===== src/rtl/ovq_pkg.sv =====
package ovq_pkg;
  typedef enum logic [1:0] {
    ST_NORMAL = 2'd0,
    ST_QUAL   = 2'd1,
    ST_OVER   = 2'd2
  } ovq_state_t;

  function automatic int ms_to_ticks(input int ms, input int tick_us);
    int t;
    t = (ms * 1000) / tick_us;
    return (t < 1) ? 1 : t;
  endfunction
endpackage


===== src/rtl/ovq_scan.sv =====
module ovq_scan #(
  parameter int CELLS = 3,
  parameter int SEL_W = 2
) (
  input  logic             clk,
  input  logic             rst,
  input  logic             tick,
  input  logic             cmp_trip,
  input  logic             cmp_rel,
  input  logic             three_cell,
  output logic [SEL_W-1:0] sel,
  output logic             any_over,
  output logic             all_rel
);
  localparam logic [SEL_W-1:0] LAST = SEL_W'(CELLS - 1);

  logic [SEL_W-1:0] sel_q;
  logic [CELLS-1:0] trip_q;
  logic [CELLS-1:0] rel_q;

  always_ff @(posedge clk) begin
    if (rst) sel_q <= '0;
    else if (tick) sel_q <= (sel_q == LAST) ? '0 : sel_q + 1'b1;
  end

  for (genvar i = 0; i < CELLS; i++) begin : g_cell
    localparam bit IS_TOP = (i == CELLS - 1);
    logic visit;
    logic live;
    assign visit = tick && (sel_q == SEL_W'(i));
    assign live  = IS_TOP ? three_cell : 1'b1;

    always_ff @(posedge clk) begin
      if (rst) begin
        trip_q[i] <= 1'b0;
        rel_q[i]  <= 1'b0;
      end else if (!live) begin
        trip_q[i] <= 1'b0;
        rel_q[i]  <= 1'b0;
      end else if (visit) begin
        trip_q[i] <= cmp_trip;
        rel_q[i]  <= cmp_rel;
      end
    end

    if (IS_TOP) begin : g_top_chk
      // the top position is cleared while two cells are selected
      a_r6_top_masked: assert property (@(posedge clk) disable iff (rst)
        !three_cell |=> (!trip_q[i] && !rel_q[i]));
    end
  end

  assign sel      = sel_q;
  assign any_over = |trip_q;
  assign all_rel  = ~|rel_q;

  // round-robin advance on tick, hold otherwise
  a_r1_sel_advance: assert property (@(posedge clk) disable iff (rst)
    tick |=> (sel == (($past(sel) == LAST) ? '0 : $past(sel) + 1'b1)));
  a_r1_sel_hold: assert property (@(posedge clk) disable iff (rst)
    !tick |=> $stable(sel));
endmodule


===== src/rtl/ovq_timer.sv =====
module ovq_timer #(
  parameter int CNT_W  = 13,
  parameter int TERM_R = 1
) (
  input  logic             clk,
  input  logic             rst,
  input  logic             start,
  input  logic [CNT_W-1:0] term_in,
  input  logic             step,
  output logic             expire
);
  logic [CNT_W-1:0] cnt_q;
  logic [CNT_W-1:0] term_q;

  always_ff @(posedge clk) begin
    if (rst) begin
      cnt_q  <= '0;
      term_q <= CNT_W'(TERM_R);
    end else if (start) begin
      cnt_q  <= '0;
      term_q <= term_in;
    end else if (step && !expire) begin
      cnt_q <= cnt_q + 1'b1;
    end
  end

  assign expire = step && !start && (cnt_q == term_q - 1'b1);

  // the count never passes the latched terminal value
  a_r2_cnt_bound: assert property (@(posedge clk) disable iff (rst)
    cnt_q < term_q);
endmodule


===== src/rtl/ovq_ctrl.sv =====
module ovq_ctrl
  import ovq_pkg::*;
#(
  parameter int CNT_W  = 13,
  parameter int TERM_A = 4000,
  parameter int TERM_B = 6500,
  parameter int TERM_T = 15
) (
  input  logic             clk,
  input  logic             rst,
  input  logic             tick,
  input  logic             any_over,
  input  logic             all_rel,
  input  logic             test_req,
  input  logic             dly_sel,
  input  logic             expire,
  output logic             start,
  output logic             step,
  output logic [CNT_W-1:0] term_sel,
  output logic             fault_out
);
  ovq_state_t st_q;
  logic       test_q;
  logic       fault_q;
  logic       test_chg;

  assign test_chg = (test_req != test_q);
  assign term_sel = test_req ? CNT_W'(TERM_T) : (dly_sel ? CNT_W'(TERM_B) : CNT_W'(TERM_A));
  assign start    = any_over && ((st_q == ST_NORMAL) || ((st_q == ST_QUAL) && test_chg));
  assign step     = (st_q == ST_QUAL) && any_over && tick && !test_chg;

  always_ff @(posedge clk) begin
    if (rst) begin
      st_q    <= ST_NORMAL;
      test_q  <= 1'b0;
      fault_q <= 1'b0;
    end else begin
      test_q <= test_req;
      unique case (st_q)
        ST_NORMAL: if (any_over) st_q <= ST_QUAL;
        ST_QUAL: begin
          if (!any_over) st_q <= ST_NORMAL;
          else if (expire) begin
            st_q    <= ST_OVER;
            fault_q <= 1'b1;
          end
        end
        ST_OVER: if (all_rel) begin
          st_q    <= ST_NORMAL;
          fault_q <= 1'b0;
        end
        default: st_q <= ST_NORMAL;
      endcase
    end
  end

  assign fault_out = fault_q;

  // losing every trip flag while qualifying abandons the timer
  a_r4_abort: assert property (@(posedge clk) disable iff (rst)
    (st_q == ST_QUAL && !any_over) |=> (st_q == ST_NORMAL && !fault_out));
  // latched fault holds while any cell is above the release level
  a_r5_hold: assert property (@(posedge clk) disable iff (rst)
    (fault_out && !all_rel) |=> fault_out);
  // the fault only rises on a tick edge, out of qualification
  a_r2_rise_on_tick: assert property (@(posedge clk) disable iff (rst)
    $rose(fault_out) |-> ($past(tick) && $past(st_q) == ST_QUAL));
  // no fault outside the latched state
  a_r3_low_unless_latched: assert property (@(posedge clk) disable iff (rst)
    (st_q != ST_OVER) |-> !fault_out);
endmodule


===== src/rtl/ovq_top.sv =====
module ovq_top
  import ovq_pkg::*;
#(
  parameter int CELLS    = 3,
  parameter int TICK_US  = 1000,
  parameter int DLY_A_MS = 4000,
  parameter int DLY_B_MS = 6500,
  parameter int TEST_MS  = 15,
  parameter int SEL_W    = (CELLS > 1) ? $clog2(CELLS) : 1
) (
  input  logic             clk,
  input  logic             rst,
  input  logic             tick,
  input  logic             cmp_trip,
  input  logic             cmp_rel,
  input  logic             test_req,
  input  logic             dly_sel,
  input  logic             three_cell,
  output logic [SEL_W-1:0] sel,
  output logic             fault_out
);
  localparam int TERM_A   = ms_to_ticks(DLY_A_MS, TICK_US);
  localparam int TERM_B   = ms_to_ticks(DLY_B_MS, TICK_US);
  localparam int TERM_T   = ms_to_ticks(TEST_MS, TICK_US);
  localparam int TERM_MAX = (TERM_A > TERM_B) ? ((TERM_A > TERM_T) ? TERM_A : TERM_T)
                                              : ((TERM_B > TERM_T) ? TERM_B : TERM_T);
  localparam int CNT_W    = $clog2(TERM_MAX + 1);

  logic             any_over;
  logic             all_rel;
  logic             start;
  logic             step;
  logic             expire;
  logic [CNT_W-1:0] term_sel;

  ovq_scan #(.CELLS(CELLS), .SEL_W(SEL_W)) scan_i (
    .clk(clk), .rst(rst), .tick(tick), .cmp_trip(cmp_trip), .cmp_rel(cmp_rel),
    .three_cell(three_cell), .sel(sel), .any_over(any_over), .all_rel(all_rel)
  );

  ovq_ctrl #(.CNT_W(CNT_W), .TERM_A(TERM_A), .TERM_B(TERM_B), .TERM_T(TERM_T)) ctrl_i (
    .clk(clk), .rst(rst), .tick(tick), .any_over(any_over), .all_rel(all_rel),
    .test_req(test_req), .dly_sel(dly_sel), .expire(expire), .start(start),
    .step(step), .term_sel(term_sel), .fault_out(fault_out)
  );

  ovq_timer #(.CNT_W(CNT_W), .TERM_R(TERM_A)) timer_i (
    .clk(clk), .rst(rst), .start(start), .term_in(term_sel), .step(step), .expire(expire)
  );
endmodule


===== config.mk =====
export PLATFORM = sky130hd
export DESIGN_NAME = ovq_top
export DESIGN_NICKNAME = d
export VERILOG_FILES = /design/src/rtl/ovq_pkg.sv /design/src/rtl/ovq_scan.sv /design/src/rtl/ovq_timer.sv /design/src/rtl/ovq_ctrl.sv /design/src/rtl/ovq_top.sv
export SDC_FILE = /design/constraint.sdc
export NUM_CORES = 1
export LEC_CHECK = 0
export ABC_AREA = 1
export BUFFER_PORTS_ARGS = -buffer_cell sky130_fd_sc_hd__buf_2
export CAP_MARGIN = 40
export CORE_UTILIZATION = 56
export DETAILED_ROUTE_END_ITERATION = 16
export HOLD_SLACK_MARGIN = 0.05
export PLACE_DENSITY = 0.77
export SLEW_MARGIN = 20
export SYNTH_ARGS = -nofsm -noshare
export SYNTH_HDL_FRONTEND = slang
export SYNTH_HIERARCHICAL = 1
export SYNTH_SLANG_ARGS = --single-unit

===== constraint.sdc =====
create_clock -name clk -period 2 [get_ports clk]
set_input_delay 0.4 -clock clk [delete_from_list [all_inputs] [get_ports clk]]
set_output_delay 0.4 -clock clk [all_outputs]
set_load 0.005 [all_outputs]

---- Word-level counts from Yosys, hierarchy flattened ----
Index checks and enable logic that the tools add are counted.
word-level totals
  flip-flop bits (word level) ............. 38
  input port bits ......................... 8
  output and inout bits ................... 3
  logic and storage cells ................. 63
operators by class
  add/sub/neg operators ................... 3
  equal/unequal tests ..................... 11
  muxes and demuxes ....................... 12
  bitwise logic cells ..................... 1
  reduce and logical (&&, ||, !) cells .... 24
operators with widths
  kind                                                number
  2-to-1 mux 13 bit                                   2
  adder 13 x 1 -> 13 bit, second input constant       1
  == test 13 bit                                      1
  subtractor 13 x 1 -> 13 bit, second input constant  1
  logical AND 1 bit                                   11
  2-to-1 mux 2 bit                                    5
  != test 2 x 1 -> 1 bit, second input constant       3
  one-hot mux 2 bit (3 select lines)                  1
  OR reduction 3 bit                                  2
  == test 2 x 1 -> 1 bit, second input constant       2
  == test 2 bit, second input constant                2
  logical NOT 2 bit                                   2
  AND reduction 4 bit                                 1
  OR reduction 2 bit                                  2
  logical NOT 1 bit                                   3
  2-to-1 mux 1 bit                                    3
  != test 3 x 2 -> 1 bit, second input constant       1
  AND reduction 3 bit                                 1
  adder 2 x 1 -> 2 bit, second input constant         1
  != test 2 bit, second input constant                1
  one-hot mux 1 bit (2 select lines)                  1
  nonzero test 2 bit                                  1
  logical OR 1 bit                                    1
  != test 1 bit                                       1
  NOT 1 bit                                           1

---- Longest topological paths before layout ----
  depth after elaboration ................. 10
  mapped depth ............................ 21
  gate-level depth less buffers ........... 20

---- Hierarchy ----
The synthesis kept the hierarchy.
by module, submodules not included
  module     times used  cells each  area each (µm²)  seq. area each (µm²)
  ovq_timer  1           274         1,761.7          520.5
  ovq_scan   1           56          370.4            160.2
  ovq_ctrl   1           42          285.3            80.1

---- Worst setup path after synthesis ----
OpenSTA, ideal clock, no wires.
  path type ............................... flip-flop to flip-flop
  from .................................... reg ctrl_i.st_q[0]
  to ...................................... reg ctrl_i.fault_q (netlist: ctrl_i/fault_out)
  library setup time ...................... 116 ps
  arrival time ............................ 2,050 ps
  required time ........................... 1,884 ps
  setup slack ............................. -166 ps
  cell stages (with the launch flop) ...... 19
  path buffers ............................ 1
  period minus slack after synthesis ...... 2,166 ps
  path through ............................ dfxtp_1 -> inv_2 -> nor2_2 -> nand3_1 -> nor2_1 -> nand3_1 -> nor2_1 -> nand2_1 -> nor2_1 -> nand2_1 -> nor2_2 -> nand3_4 -> buf_2 -> inv_1 -> nand3_1 -> nand2_1 -> nand3_1 -> nand2_1 -> a21oi_2
on the way
  elaborated cells between the ends (all ways) .. 18
  classes of those cells .................. 5 x eq/ne; 1 x mux; 12 x reduce/logical
RTL lines
  what                                     RTL line         source
  start, declared                          ovq_ctrl.sv:22   ovq_state_t st_q;
  start signal, assigned                   ovq_ctrl.sv:34   st_q <= ST_NORMAL;
  start signal, assigned                   ovq_ctrl.sv:40   ST_NORMAL: if (any_over) st_q <= ST_QUAL;
  start signal, assigned                   ovq_ctrl.sv:42   if (!any_over) st_q <= ST_NORMAL;
  == test 2 x 1 -> 1 bit                   ovq_ctrl.sv:30   assign step = (st_q == ST_QUAL) && any_over && tick && !test_chg;
  logical AND 1 bit (3 in a row)           ovq_ctrl.sv:30
  named net step                           ovq_top.sv:32    logic step;
  logical AND 1 bit (2 in a row)           ovq_timer.sv:27  assign expire = step && !start && (cnt_q == term_q - 1'b1);
  named net expire                         ovq_top.sv:33    logic expire;
  != test 2 x 1 -> 1 bit (no source line)  -
  AND reduction 4 bit (no source line)     -
  end signal, assigned                     ovq_ctrl.sv:36   fault_q <= 1'b0;
  end signal, assigned                     ovq_ctrl.sv:45   fault_q <= 1'b1;
  end signal, assigned                     ovq_ctrl.sv:50   fault_q <= 1'b0;
  end, declared                            ovq_ctrl.sv:24   logic fault_q;
The timed path passes the listed nets, and every way through them passes these cells.
A chain may end at the register's enable or synchronous reset.

---- Worst setup path in the final report ----
  from .................................... reg timer_i.term_q[1]
  to ...................................... reg ctrl_i.fault_q (netlist: ctrl_i/fault_out)
on the way
  cells in the longest elaborated chain, start to end .. 5
ends and longest elaborated chain
  what                                     RTL line         source
  start, declared                          ovq_timer.sv:13  logic [CNT_W-1:0] term_q;
  start signal, assigned                   ovq_timer.sv:18  term_q <= CNT_W'(TERM_R);
  start signal, assigned                   ovq_timer.sv:21  term_q <= term_in;
  subtractor 13 x 1 -> 13 bit              ovq_timer.sv:27
  == test 13 bit                           ovq_timer.sv:27
  logical AND 1 bit                        ovq_timer.sv:27
  named net expire                         ovq_top.sv:33
  != test 2 x 1 -> 1 bit (no source line)  -
  AND reduction 4 bit (no source line)     -
The timed path passes the listed nets, and every way through them passes these cells.

==> results.cfg <==
[place]
place_congestion = 0.938
pre_cts_slack_ns = -0.0855
dp.cells = 427
dp_hpwl_microns = 4130
place_area_sq_um = 2510
numPortBuffers = 10

[setup_path]
crit_arrival_ns = 2.19
path_class = register to register
critical_path_peak_fanout = 4
r2r_setup_slack_ns = -0.01
r2r_cells = 17
cp.required_ns = 2.17
reg2reg_from = timer_i/term_q[1]$_SDFFE_PP0P_
cp-startpoint = timer_i/term_q[1]$_SDFFE_PP0P_
critPathCaptureType = register
reg2reg_to = ctrl_i/fault_out$_SDFFE_PP0P_
start_kind = register

[grt]
grt_pass1_wl_microns = 9090
track_usage = 0.266
antenna_found_initial = 0
first_global_vias = 2127
grt_max_degree = 16
overflow = 0

[clocking]
cts_tree = built
htree_num_levels = 2
cts_buffer_depth = 2
cts_root_buf = clkbuf_8
clkTransAtPathRegs_ns = 0.08
clock_sinks = 38
cts_buffers = 5
clock_latency_ns = 0.30

[hold_path]
min-delay-start = cmp_rel
hold_path_depth = 3
hp-class = input port to register
hold-path-endpoint = scan_i/rel_q[2]$_SDFFE_PP0P_

[power]
vdd_drop_max_uv = 454
powerDensity_nw_per_um2 = 713
comb_power_share = 0.208
leakage_nw = 1.16
internal_power_mw = 1.31
pwr-share-clk = 0.343
netSwitchingFraction = 0.308
netSwitchingPower_uw = 582
pwr-share-seq = 0.449

[run_status]
violations = negative setup slack
status = complete, but fails checks

[route]
routed_via_density = 5.30
wirelength_microns = 5480
drt-initial-drc-count = 171
num_vias = 2311
drc_errors = 0
ant_nets = 0
drtPass1Iterations = 5
wl_per_cell_microns = 12.6

[synth]
synth_seq_cells = 38
syn_area_sq_um = 2420
yosysSeqAreaShare = 0.315
yosysWarnings = 6
syn-num-nets = 382
avgSynthCellArea_sq_um = 6.50
yosys.area.top_type = dfxtp_1
synth.distinct_cells = 29
synth_area_leaders = dfxtp_1, nand2_1, nand3_1, inv_1, nor2_1
synth_top_area_frac = 0.315
postSynthCellCount = 372

[floorplan]
die_area_sq_um = 4580
start_util = 0.592
rows = 23
ioPinCount = 11
die_w_microns = 67.7
die_h_microns = 67.7
coreArea_sq_um = 4090

[sta]
setup_viol = 1
min_period_ns = 2.01
slew_violations = 0
fmax_mhz = 497
period_share = 1.01
rsz0062_at_grt = true
layout_setup_ws_ns = -0.0133
fin_skew_ns = 0.00812
finalHoldViolations = 0

[layout]
antenna_cells = 0
drive_above_1_share = 0.207
nets = 395
final_cells = 436
syn_to_final_growth_pct = 9.63
stdcell_area_sq_um = 2650

[run]
maxCapViolCount = 0
==> worst max-delay path by stage <==
stage	endpoint	slack, ns
2_1_floorplan	ctrl_i/fault_out$_SDFFE_PP0P_	-0.03
3_3_place_gp	ctrl_i/fault_out$_SDFFE_PP0P_	-0.04
3_5_place_dp	ctrl_i/fault_out$_SDFFE_PP0P_	-0.09
4_1_cts	ctrl_i/fault_out$_SDFFE_PP0P_	0.002
5_1_grt	ctrl_i/fault_out$_SDFFE_PP0P_	-0.20
6_report	ctrl_i/fault_out$_SDFFE_PP0P_	-0.01
==> repair_timing <==
action	in CTS	in global routing
buffers inserted	0	1
pin swaps	1	11
hold buffers	0	0
hold endpoints to repair	0	0
resized for setup	0	10
setup endpoints to repair	1	15
gates cloned	0	0
==> sequential cells by signal (all words and copies together), names as in the netlist <==
signal            cells
ctrl_i/fault_out      1
scan_i/trip_q         3
ctrl_i/test_q         1
scan_i/rel_q          3
timer_i/cnt_q        13
timer_i/term_q       13
ctrl_i/st_q           2
scan_i/sel            2
==> critical path: stages (launching register included) <==
cell and delay (ns):
dfxtp_1 0.36, inv_1 0.08, ha_1 0.30, inv_1 0.04, nand2_1 0.08, nand3_2 0.08
nor2_2 0.10, nand2_1 0.05, nor2_1 0.10, nand2_1 0.06, nor2_2 0.14, nand3_4 0.12
inv_4 0.09, nand3_2 0.05, nand2_1 0.07, nand3_1 0.06, nand2_1 0.08, a21oi_2 0.05
==> per-layer routing <==
| metal | share of wire | up-vias | track usage | routed length [microns] |
|---|---|---|---|---|
| li1 | - | 1179 | - | - |
| met4 | 0.027 | 0 | 0.112 | 146 |
| met2 | 0.48 | 65 | 0.472 | 2650 |
| met3 | 0.037 | 19 | 0.0625 | 204 |
| met1 | 0.45 | 1048 | 0.300 | 2470 |
| met5 | 0 | - | 0 | 0 |
==> cells in the mapped netlist <==
library cell / count
buf_4: 10
nand2_2: 3
nand3_2: 2
a211oi_1: 1
xnor2_1: 5
nand2_4: 1
o21ai_0: 13
nor2_2: 9
buf_2: 1
nor4_1: 2
nor3_1: 8
a21oi_2: 11
inv_2: 9
dfxtp_1: 38
nand4_1: 2
conb_1: 1
ha_1: 2
xor2_1: 12
buf_6: 1
nor2_4: 2
clkinv_1: 3
nand3_4: 1
nand3b_1: 3
nand3_1: 36
nand2_1: 90
nor2_1: 36
inv_1: 47
a21oi_1: 19
clkbuf_1: 4
==> kinds of logic (layout without fill, tap and decap cells) <==
logic type,after synthesis,count (layout),synth area share
compound gates,44,44,0.109
fa+ha+maj,2,2,0.0104
simple gates,195,195,0.367
buf+inv,75,89,0.136
xor+xnor,17,17,0.0616
flops,38,38,0.315
other cells,1,1,0.00155
==> layout by cell type, fill, tap and decap left out, types with 8 or more instances in the layout <==
cell,instances
o21ai_0,12
xor2_1,12
a21oi_2,11
nor2_1,32
inv_2,11
a21oi_1,19
nor2_2,13
nor3_1,8
buf_4,12
nand3_1,34
buf_2,10
inv_1,44
nand2_1,89
dfxtp_1,36
==> power by group through the flow <==
stage                     clock network (mW)  logic, mW  registers (mW)
after floorplan                            0      0.295           0.852
after global placement                     0      0.368           0.861
after detailed placement                   0      0.379           0.863
after CTS                              0.655      0.381           0.845
after global routing                   0.687      0.447           0.853
final                                  0.648      0.394           0.848
==> layout make-up <==
class | count | area (sq um)
clock buffer | 5 | 68.8
clock inverter | 3 | 40.0
fill | 369 | 1440
inverter | 59 | 224
multi-input combinational | 259 | 1350
sequential | 38 | 763
tap | 50 | 62.6
timing repair buffer | 22 | 140
==> stage by stage <==
stage | hold WS, ns | power [mW] | util | setup TNS (ns)
6_report | 0.361 | 1.89 | 0.649 | -0.0133
4_1_cts | 0.361 | 1.88 | 0.641 | 0
2_1_floorplan | 0.453 | 1.15 | - | -0.0266
3_5_place_dp | 0.467 | 1.24 | 0.614 | -0.307
5_1_grt | 0.368 | 1.99 | 0.649 | -1.95
3_3_place_gp | 0.461 | 1.23 | 0.614 | -0.0400
No activity file was read; power rests on OpenSTA's default activity.
